`src/rtl/rowprog_pkg.sv`:
```
// Package: shared frame type, command codes and target opcodes for the
// row programming sequencer. Assumes a 4-bit code plus 16-bit payload frame.
package rowprog_pkg;
    localparam int CODE_W     = 4;
    localparam int PAYLOAD_W  = 16;
    localparam int FRAME_BITS = CODE_W + PAYLOAD_W;
    localparam int HDR_FRAMES = 7;

    localparam logic [3:0]  CODE_CORE   = 4'b0000;
    localparam logic [3:0]  CODE_WR_INC = 4'b1101;
    localparam logic [3:0]  CODE_WR_GO  = 4'b1111;

    localparam logic [15:0] OP_SET_WREN = 16'h84A6;
    localparam logic [7:0]  OP_LIT      = 8'h0E;
    localparam logic [7:0]  OP_STORE    = 8'h6E;
    localparam logic [7:0]  PTR_REG_TOP = 8'hF8;
    localparam logic [15:0] PAD_WORD    = 16'hFFFF;

    typedef struct packed {
        logic [CODE_W-1:0]    code;
        logic [PAYLOAD_W-1:0] payload;
        logic                 stretch;
    } frame_t;
endpackage

```
`src/rtl/rowprog_frame_gen.sv`:
```
// Frame generator: computes the command code and payload of script frame
// frame_idx from the latched row address and the buffer word it selects.
// Assumes ADDR_W <= 24 and that the buffer read is combinational.
module rowprog_frame_gen
    import rowprog_pkg::*;
#(
    parameter int WORDS  = 32,
    parameter int ADDR_W = 22,
    parameter int IDX_W  = 6
) (
    input  logic [IDX_W-1:0]         frame_idx,
    input  logic [ADDR_W-1:0]        row_addr,
    input  logic [15:0]              word_data,
    input  logic                     word_valid,
    output logic [$clog2(WORDS)-1:0] word_idx,
    output frame_t                   frm
);
    localparam int WIDX_W    = $clog2(WORDS);
    localparam int LAST_WORD = HDR_FRAMES + WORDS - 1;

    logic [23:0] addr24;
    logic [15:0] ptr_load  [3];
    logic [15:0] ptr_store [3];
    logic [1:0]  ptr_step;

    assign addr24 = 24'(row_addr);

    // One load/store opcode pair per pointer byte, upper byte first
    for (genvar g = 0; g < 3; g++) begin : g_ptr
        assign ptr_load[g]  = {OP_LIT, addr24[8*(2-g) +: 8]};
        assign ptr_store[g] = {OP_STORE, PTR_REG_TOP - 8'(g)};
    end

    assign ptr_step = 2'((frame_idx - IDX_W'(1)) >> 1);
    assign word_idx = WIDX_W'(frame_idx - IDX_W'(HDR_FRAMES));

    // Select the frame contents for the current script position
    always_comb begin
        frm = '{code: CODE_CORE, payload: 16'h0000, stretch: 1'b0};
        if (frame_idx == '0) begin
            frm.payload = OP_SET_WREN;
        end else if (frame_idx < IDX_W'(HDR_FRAMES)) begin
            frm.payload = frame_idx[0] ? ptr_load[ptr_step] : ptr_store[ptr_step];
        end else if (frame_idx <= IDX_W'(LAST_WORD)) begin
            frm.code    = (frame_idx == IDX_W'(LAST_WORD)) ? CODE_WR_GO : CODE_WR_INC;
            frm.payload = word_valid ? word_data : PAD_WORD;
        end else begin
            frm.stretch = 1'b1;
        end
    end
endmodule

```
`src/rtl/rowprog_shifter.sv`:
```
// Frame shifter: serializes one 20-bit frame LSB first on a generated clock.
// Data changes with the rising edge, the target samples on the falling edge.
// In a stretch frame the high phase of bit STRETCH_BIT lasts 'dwell' cycles
// (zero acts as one). Assumes HI_CYC, LO_CYC >= 1 and fit in DWELL_W bits.
module rowprog_shifter
    import rowprog_pkg::*;
#(
    parameter int HI_CYC      = 2,
    parameter int LO_CYC      = 2,
    parameter int DWELL_W     = 24,
    parameter int STRETCH_BIT = 3
) (
    input  logic               clk,
    input  logic               rst_n,
    input  logic               launch,
    input  frame_t             frm,
    input  logic [DWELL_W-1:0] dwell,
    output logic               pgc,
    output logic               pgd,
    output logic               pgd_oe,
    output logic               frame_done
);
    localparam int BIT_W = $clog2(FRAME_BITS);

    typedef enum logic [1:0] {S_IDLE, S_HI, S_LO} sh_state_t;

    sh_state_t               state;
    logic [FRAME_BITS-1:0]   shreg;
    logic [BIT_W-1:0]        bit_idx;
    logic [DWELL_W-1:0]      cnt;
    logic                    stretch_q;

    function automatic logic [DWELL_W-1:0] hi_len(input logic [BIT_W-1:0] b,
                                                  input logic s,
                                                  input logic [DWELL_W-1:0] d);
        if (s && b == BIT_W'(STRETCH_BIT))
            return (d == '0) ? DWELL_W'(1) : d;
        return DWELL_W'(HI_CYC);
    endfunction

    // Bit timing state machine and shift register
    always_ff @(posedge clk) begin
        if (!rst_n) begin
            state      <= S_IDLE;
            shreg      <= '0;
            bit_idx    <= '0;
            cnt        <= '0;
            stretch_q  <= 1'b0;
            pgc        <= 1'b0;
            pgd        <= 1'b0;
            pgd_oe     <= 1'b0;
            frame_done <= 1'b0;
        end else begin
            frame_done <= 1'b0;
            case (state)
                S_IDLE: if (launch) begin
                    shreg     <= {frm.payload, frm.code};
                    stretch_q <= frm.stretch;
                    bit_idx   <= '0;
                    pgc       <= 1'b1;
                    pgd       <= frm.code[0];
                    pgd_oe    <= 1'b1;
                    cnt       <= hi_len('0, frm.stretch, dwell) - DWELL_W'(1);
                    state     <= S_HI;
                end
                S_HI: begin
                    if (cnt == '0) begin
                        pgc   <= 1'b0;
                        cnt   <= DWELL_W'(LO_CYC - 1);
                        state <= S_LO;
                    end else begin
                        cnt <= cnt - DWELL_W'(1);
                    end
                end
                S_LO: begin
                    if (cnt != '0) begin
                        cnt <= cnt - DWELL_W'(1);
                    end else if (bit_idx == BIT_W'(FRAME_BITS - 1)) begin
                        pgd_oe     <= 1'b0;
                        pgd        <= 1'b0;
                        frame_done <= 1'b1;
                        state      <= S_IDLE;
                    end else begin
                        bit_idx <= bit_idx + BIT_W'(1);
                        shreg   <= shreg >> 1;
                        pgd     <= shreg[1];
                        pgc     <= 1'b1;
                        cnt     <= hi_len(bit_idx + BIT_W'(1), stretch_q, dwell) - DWELL_W'(1);
                        state   <= S_HI;
                    end
                end
                default: state <= S_IDLE;
            endcase
        end
    end
endmodule

```
`src/rtl/rowprog_seq_ctl.sv`:
```
// Sequence controller: accepts a start, checks row alignment, latches the
// address and dwell, and steps the frame index one frame at a time.
// Starts are ignored while busy. Assumes one frame_done per launch.
module rowprog_seq_ctl
    import rowprog_pkg::*;
#(
    parameter int WORDS     = 32,
    parameter int ROW_BYTES = 64,
    parameter int ADDR_W    = 22,
    parameter int DWELL_W   = 24,
    parameter int IDX_W     = 6
) (
    input  logic               clk,
    input  logic               rst_n,
    input  logic               start,
    input  logic [ADDR_W-1:0]  start_addr,
    input  logic [DWELL_W-1:0] dwell_in,
    input  logic               frame_done,
    output logic               launch,
    output logic [IDX_W-1:0]   frame_idx,
    output logic [ADDR_W-1:0]  row_addr,
    output logic [DWELL_W-1:0] dwell_q,
    output logic               busy,
    output logic               done,
    output logic               align_err
);
    localparam int OFS_W      = $clog2(ROW_BYTES);
    localparam int LAST_FRAME = HDR_FRAMES + WORDS;

    // Start acceptance, frame stepping and completion
    always_ff @(posedge clk) begin
        if (!rst_n) begin
            launch    <= 1'b0;
            frame_idx <= '0;
            row_addr  <= '0;
            dwell_q   <= '0;
            busy      <= 1'b0;
            done      <= 1'b0;
            align_err <= 1'b0;
        end else begin
            launch    <= 1'b0;
            done      <= 1'b0;
            align_err <= 1'b0;
            if (!busy) begin
                if (start) begin
                    if (start_addr[OFS_W-1:0] != '0) begin
                        align_err <= 1'b1;
                    end else begin
                        busy      <= 1'b1;
                        row_addr  <= start_addr;
                        dwell_q   <= dwell_in;
                        frame_idx <= '0;
                        launch    <= 1'b1;
                    end
                end
            end else if (frame_done) begin
                if (frame_idx == IDX_W'(LAST_FRAME)) begin
                    busy <= 1'b0;
                    done <= 1'b1;
                end else begin
                    frame_idx <= frame_idx + IDX_W'(1);
                    launch    <= 1'b1;
                end
            end
        end
    end
endmodule

```
`src/rtl/rowprog_seq.sv`:
```
// Top: row programming sequencer. Joins the controller, the frame generator
// and the serial shifter. Assumes buf_data/buf_valid follow buf_idx in the
// same cycle (local register file read).
module rowprog_seq
    import rowprog_pkg::*;
#(
    parameter int WORDS     = 32,
    parameter int ROW_BYTES = 64,
    parameter int ADDR_W    = 22,
    parameter int DWELL_W   = 24,
    parameter int HI_CYC    = 2,
    parameter int LO_CYC    = 2
) (
    input  logic                     clk,
    input  logic                     rst_n,
    input  logic                     start,
    input  logic [ADDR_W-1:0]        start_addr,
    input  logic [DWELL_W-1:0]       dwell_cycles,
    output logic [$clog2(WORDS)-1:0] buf_idx,
    input  logic [15:0]              buf_data,
    input  logic                     buf_valid,
    output logic                     prog_clk,
    output logic                     prog_data,
    output logic                     prog_data_oe,
    output logic                     busy,
    output logic                     done,
    output logic                     align_err
);
    localparam int N_FRAMES = HDR_FRAMES + WORDS + 1;
    localparam int IDX_W    = $clog2(N_FRAMES + 1);

    logic               launch;
    logic               frame_done;
    logic [IDX_W-1:0]   frame_idx;
    logic [ADDR_W-1:0]  row_addr;
    logic [DWELL_W-1:0] dwell_q;
    frame_t             frm;

    rowprog_seq_ctl #(
        .WORDS(WORDS), .ROW_BYTES(ROW_BYTES), .ADDR_W(ADDR_W),
        .DWELL_W(DWELL_W), .IDX_W(IDX_W)
    ) ctl_i (
        .clk(clk), .rst_n(rst_n), .start(start), .start_addr(start_addr),
        .dwell_in(dwell_cycles), .frame_done(frame_done), .launch(launch),
        .frame_idx(frame_idx), .row_addr(row_addr), .dwell_q(dwell_q),
        .busy(busy), .done(done), .align_err(align_err)
    );

    rowprog_frame_gen #(
        .WORDS(WORDS), .ADDR_W(ADDR_W), .IDX_W(IDX_W)
    ) gen_i (
        .frame_idx(frame_idx), .row_addr(row_addr), .word_data(buf_data),
        .word_valid(buf_valid), .word_idx(buf_idx), .frm(frm)
    );

    rowprog_shifter #(
        .HI_CYC(HI_CYC), .LO_CYC(LO_CYC), .DWELL_W(DWELL_W), .STRETCH_BIT(3)
    ) sh_i (
        .clk(clk), .rst_n(rst_n), .launch(launch), .frm(frm), .dwell(dwell_q),
        .pgc(prog_clk), .pgd(prog_data), .pgd_oe(prog_data_oe),
        .frame_done(frame_done)
    );
endmodule

```
`config.mk`:
```
export PLATFORM = sky130hd
export DESIGN_NAME = rowprog_seq
export DESIGN_NICKNAME = d
export VERILOG_FILES = /design/src/rtl/rowprog_pkg.sv /design/src/rtl/rowprog_frame_gen.sv /design/src/rtl/rowprog_shifter.sv /design/src/rtl/rowprog_seq_ctl.sv /design/src/rtl/rowprog_seq.sv
export SDC_FILE = /design/constraint.sdc
export NUM_CORES = 1
export LEC_CHECK = 0
export ABC_AREA = 0
export BUFFER_PORTS_ARGS = -buffer_cell sky130_fd_sc_hd__buf_2
export CAP_MARGIN = 20
export CORE_AREA = 2 2 136 138
export DETAILED_ROUTE_END_ITERATION = 12
export DIE_AREA = 0 0 138 140
export SLEW_MARGIN = 15
export SYNTH_ARGS = -nofsm -noshare
export SYNTH_HDL_FRONTEND = slang
export SYNTH_SLANG_ARGS = --single-unit
```
`constraint.sdc`:
```
create_clock -name clk -period 4 [get_ports clk]
set_input_delay 0.4 -clock clk [delete_from_list [all_inputs] [get_ports clk]]
set_output_delay 0.4 -clock clk [all_outputs]
set_load 0.05 [all_outputs]
```
==> Word-level counts from Yosys, hierarchy flattened <==
Index checks and enable logic that the tools add are counted.
{ "op_classes": {"magnitude_cmp": 3, "eq_ne": 15, "mux": 74, "add_sub_neg": 6, "n_reduce_logical": 22, "bitwise": 6} }
{ "op_table": {"columns": ["cell", "n"], "rows": [
  ["$mux 24", 11],
  ["$mux 16", 8],
  ["$mux 20", 4],
  ["$pmux 24 s3", 1],
  ["$bmux 16 s2", 2],
  ["$logic_not 24->1", 2],
  ["$sub 24x1->24 const B", 2],
  ["$pmux 20 s2", 1],
  ["$mux 6", 5],
  ["$mux 1", 28],
  ["$reduce_bool 24->1", 1],
  ["$mux 5", 3],
  ["$reduce_and 3->1", 5],
  ["$eq 6x6->1 const B", 2],
  ["$reduce_and 4->1", 3],
  ["$pmux 5 s2", 1],
  ["$mux 2", 4],
  ["$mux 4", 2],
  ["$ne 2x1->1 const B", 4],
  ["$ne 2x2->1 const B", 4],
  ["$add 6x1->6 const B", 1],
  ["$le 6x6->1 const B", 1],
  ["$logic_not 6->1", 1],
  ["$lt 6x3->1 const B", 1],
  ["22 further kinds", 29]
]} }
{ "totals": {"register_bits": 112} }

==> Longest topological paths before layout <==
{ "logic_depth": {"word_depth": 17, "ltp_mapped": 14, "ltp_nobuf": 12} }

==> Hierarchy <==
Synthesis repeated with hierarchy kept, for this count alone.
{ "hier_totals": {"hier_cells": 835, "area_unflattened_um2": 6727.7} }
{ "modules_own_cells": {"columns": ["module", "n_inst", "cells_each", "seq_area_each_um2", "area_per_inst_um2"], "rows": [
  ["rowprog_shifter", 1, 488, 1101.1, 3857.4],
  ["rowprog_seq_ctl", 1, 244, 1121.1, 2142.1],
  ["rowprog_frame_gen", 1, 103, 0.0, 728.2]
]} }

==> Worst setup path after synthesis <==
No wires, ideal clock.
{ "synth_path": {"path_type": "reg-to-reg", "from": "reg ctl_i.dwell_q[11]", "to": "reg sh_i.cnt[22]", "stages_incl_launch_ff": 13, "period_less_slack_ns": 2.963, "n_path_buf": 3, "arrival_time_ns": 2.839, "slack_ns": 1.037, "path_cell_list": "dfxtp_1 buf_6 or4_4 or4_4 nor4_1 o21ai_1 ha_1 clkbuf_1 clkbuf_1 o31ai_1 o21ai_0 a22oi_1 o21ai_0"} }
{ "synth_between": {"elab_chain_len": 12} }
{ "synth_lines": {"columns": ["element", "line_no", "rtl"], "rows": [
  ["from (decl)", "rowprog_seq_ctl.sv:22", "output logic [DWELL_W-1:0] dwell_q,"],
  ["from (signal assigned)", "rowprog_seq_ctl.sv:51", "dwell_q <= dwell_in;"],
  ["$logic_not 24->1", "rowprog_shifter.sv:37", "return (d == '0) ? DWELL_W'(1) : d;"],
  ["$mux 24 *", "rowprog_shifter.sv:37", null],
  ["$mux 24 *", "rowprog_shifter.sv:36", "if (s && b == BIT_W'(STRETCH_BIT))"],
  ["$mux 24 *", "rowprog_shifter.sv:38", "return DWELL_W'(HI_CYC);"],
  ["$mux 24 *", "rowprog_shifter.sv:78", "end else if (bit_idx == BIT_W'(FRAME_BITS - 1)) begin"],
  ["$mux 24 *", "rowprog_shifter.sv:76", "if (cnt != '0) begin"],
  ["$mux 24 *", "rowprog_shifter.sv:55", "case (state)"],
  ["$mux 24 *", "rowprog_shifter.sv:43", "if (!rst_n) begin"],
  ["$sub 24x1->24 *", "rowprog_shifter.sv:88", "cnt <= hi_len(bit_idx + BIT_W'(1), stretch_q, dwell) - DWELL_W'(1);"],
  ["$mux 24 *", "rowprog_shifter.sv:78", null],
  ["$mux 24 *", "rowprog_shifter.sv:76", null],
  ["$pmux 24 s3 *", "rowprog_shifter.sv:55", null],
  ["to (signal assigned)", "rowprog_shifter.sv:63", "cnt <= hi_len('0, frm.stretch, dwell) - DWELL_W'(1);"],
  ["to (signal assigned)", "rowprog_shifter.sv:77", "cnt <= cnt - DWELL_W'(1);"],
  ["to (signal assigned)", "rowprog_shifter.sv:88", null],
  ["to (decl)", "rowprog_shifter.sv:30", "logic [DWELL_W-1:0] cnt;"]
]} }
Every way passes the cells marked *; elsewhere a longest branch is shown, timed or not. The select of a mux whose other input is x is not followed.
A chain may end at the register's enable or synchronous reset.

==> Worst setup path in the final report <==
{ "layout_path": {"from": "reg ctl_i.dwell_q[11]", "to": "reg sh_i.cnt[12]"} }
The elaborated chain is that of the path after synthesis.

==> run summary <==
status - finished, final reports clean
vias in the first global route - 5356
nature of the critical path startpoint - flop
Post-CTS Hold Buffers - 0
Yosys top cell area share - 0.362
Global Route Usage Sum - 0.180
final std cells w/o fill - 1031
Mapped Cells - 741
detailed-route via count - 5887
post-CTS sizing - 0
largest cells by area after synthesis - dfxtp_1 (36%), a22o_1 (5.7%), o21ai_0 (4.3%)
Peak VDD IR - 247 uV
HP Class - primary input to flop
Synth Net Count - 823
Die X-Extent - 138 um
postcts setup bufs - 0
Nets - 879
FP Rows - 49
Initial DRC Count - 398
syn avg cell area - 8.28 um^2
GRT overflow - 0
ys async rst share - 0
RSZ-0062 raised after global routing - no
fin crit share - 0.828
starting density of the core - 0.345
Vias/cell - 5.71
Placer Congestion - 0.926
Synth area leader - dfxtp_1
final hold violation count - 0
CTS Root Cell - clkbuf_16
Main synth FF type - dfxtp_1
Clock transition at path regs - 0.08 ns
first-pass GRT wire length - 28.6 mm
Worst Path Required - 4.29 ns
drc violations - 0
Slew HR - 0.489
largest net degree at the start of global routing - 43
Clk pwr share - 0.368
Post-synth EDFFs - 0
CTS Buf Count - 9
sequential share of the synthesized area - 0.362
CTS Sinks - 111
Setup TNS Final - 0 ns
most frequent CP cell - or4_4
Wirelength per Cell - 17.1 um
clk_lat worst skew - 0.36 ns
Longest Clk Path Bufs - 2
Worst Skew - 0.00991 ns
Seq pwr share - 0.411
CP max stage delay - 0.58 ns
Leak - 2.79 nW
CP max FO - 21
Final setup viols - 0
Ports - 77
combinational power share - 0.220
fmax - 0.302 GHz
Critical Path AT - 3.60 ns
share of layout cells above drive strength 1 - 0.167
Pre-antenna DRT Iters - 5
Internal - 2.11 mW
Worst Tran Pin Value - 0.765 ns
Final ANT Viol Nets - 0
Psw - 926 uW
crit end category - flop
Period minus WS final - 3.31 ns
crit-path cells - or4_4 > or4_4 > nor4_1 > o21ai_1 > ha_1 > inv_1 > nor3_1 > xnor2_1 > a211o_1 > a21oi_1
die height - 140 um
PortBufs - 76
Crit Path Class - flop to flop
Switching Fraction - 0.305
dpl cells - 1014
YS warnings - 0
Slowest cell on crit path - or4_4
Cell Pwr Density - 428 nW/um^2
Detailed Place HPWL - 12.8 mm
clock tree from TritonCTS - done
initial antenna violation count - 0
Slew Limit Fails - 0
post-synthesis register bit count - 111
H-tree lvl count - 3
ANT cells - 0
Area growth syn-to-layout - 15.8%
die area - 19300 um^2
routed wire length - 17.6 mm
area of the mapped netlist - 6140 um^2
MaxCap Viol Count - 0
core area - 17800 um^2
Distinct cells, synth - 72
==> power groups by stage <==
stage          sequential, mW  combinational, mW  clock (mW)
6_report                 1.25              0.669        1.12
5_1_grt                  1.26              0.739        1.17
4_1_cts                  1.25              0.657        1.13
3_5_place_dp             1.27              0.654           0
3_3_place_gp             1.27              0.656           0
2_1_floorplan            1.29              0.446           0
==> metal layers <==
metal	share of wire	GRT usage
met5	0	0
met2	0.42	0.263
met3	0.067	0.0226
met4	0.011	0.0542
met1	0.50	0.274
==> sequential cells by signal (all words and copies together), names as in the netlist <==
| name | flops |
|---|---|
| sh_i.stretch_q | 1 |
| sh_i.cnt | 24 |
| sh_i.pgc | 1 |
| ctl_i.row_addr | 22 |
| sh_i.shreg | 19 |
| sh_i.pgd_oe | 1 |
| ctl_i.done | 1 |
| ctl_i.frame_idx | 6 |
| ctl_i.dwell_q | 24 |
| sh_i.pgd | 1 |
| ctl_i.align_err | 1 |
| sh_i.state | 2 |
| sh_i.frame_done | 1 |
| sh_i.bit_idx | 5 |
| ctl_i.busy | 1 |
| ctl_i.launch | 1 |
==> synth_stat cells, drive strengths merged (13+ instances only) <==
cell type,number
dfxtp,111
nor2,62
o21ai,62
nand2,54
a22o,40
a21oi,39
clkbuf,35
nor3,29
nand3,24
inv,19
nor4,19
o211ai,18
ha,16
or3,16
or4,13
==> worst paths after layout <==
check                         start                end  slack [ns]  cells past startpoint
hold reg to reg       sh_i.shreg[5]      sh_i.shreg[5]        0.48                      2
setup reg to reg  ctl_i.dwell_q[11]       sh_i.cnt[12]        0.69                     10
hold / removal     dwell_cycles[10]  ctl_i.dwell_q[10]        0.24                      2
setup / recovery  ctl_i.dwell_q[11]       sh_i.cnt[12]        0.69                     10
==> stage by stage <==
step | setup WS, ns | utilization | total power [mW] | hold WS (ns) | cell area, um^2
2_1_floorplan | 1.04 | - | 1.73 | 0.443 | 6140
3_3_place_gp | 0.797 | 0.377 | 1.93 | 0.460 | 6710
3_5_place_dp | 0.711 | 0.377 | 1.93 | 0.462 | 6710
4_1_cts | 0.701 | 0.398 | 3.04 | 0.237 | 7080
5_1_grt | 0.376 | 0.400 | 3.17 | 0.247 | 7110
6_report | 0.688 | 0.400 | 3.04 | 0.242 | 7110
==> critical path, delay by kind of cell (launching register included) <==
kind                     cells  cell delay (ns)
XOR/XNOR                     1             0.14
AO/OA/AOI/OAI                3             0.54
AND/OR/NAND/NOR              4             1.50
adder cells (fa/ha/maj)      1             0.42
buffers and inverters        1             0.25
flip-flops                   1             0.38
==> area by class of cell <==
cell class	count	area, um^2
Clock buffer	9	225
Inverter	21	78.8
Clock inverter	7	143
Fill cell	1822	10700
Tap cell	229	287
Timing Repair Buffer	87	483
Sequential cell	111	2220
Multi-Input combinational cell	567	3670
==> kinds of logic (layout without fill, tap and decap cells) <==
group | after synthesis | after routing | share of synthesized area
simple gates | 271 | 271 | 0.233
buf+inv | 63 | 124 | 0.0426
flops | 111 | 111 | 0.362
xor+xnor | 17 | 17 | 0.0243
mux | 8 | 8 | 0.0141
fa+ha+maj | 16 | 16 | 0.0326
compound gates | 255 | 255 | 0.291
==> layout by cell type (no fill, tap or decap), drive strengths merged, types with 8 or more instances in the layout <==
cell / synthesis / routed
buf: 7 / 87
a31oi: 8 / 8
a22o: 40 / 40
a22oi: 9 / 9
nand2b: 8 / 8
clkbuf: 35 / 9
nand3: 24 / 24
or4: 13 / 13
ha: 16 / 16
xnor2: 10 / 10
a21oi: 39 / 39
o211ai: 18 / 18
or3: 16 / 16
a211oi: 8 / 8
nor4: 19 / 19
dfxtp: 111 / 111
inv: 19 / 20
and3: 11 / 11
o31ai: 11 / 11
nand2: 54 / 54
o21ai: 62 / 62
nor2: 62 / 62
nor3: 29 / 29
o22ai: 8 / 8
Power figures use the tool's default switching activity.
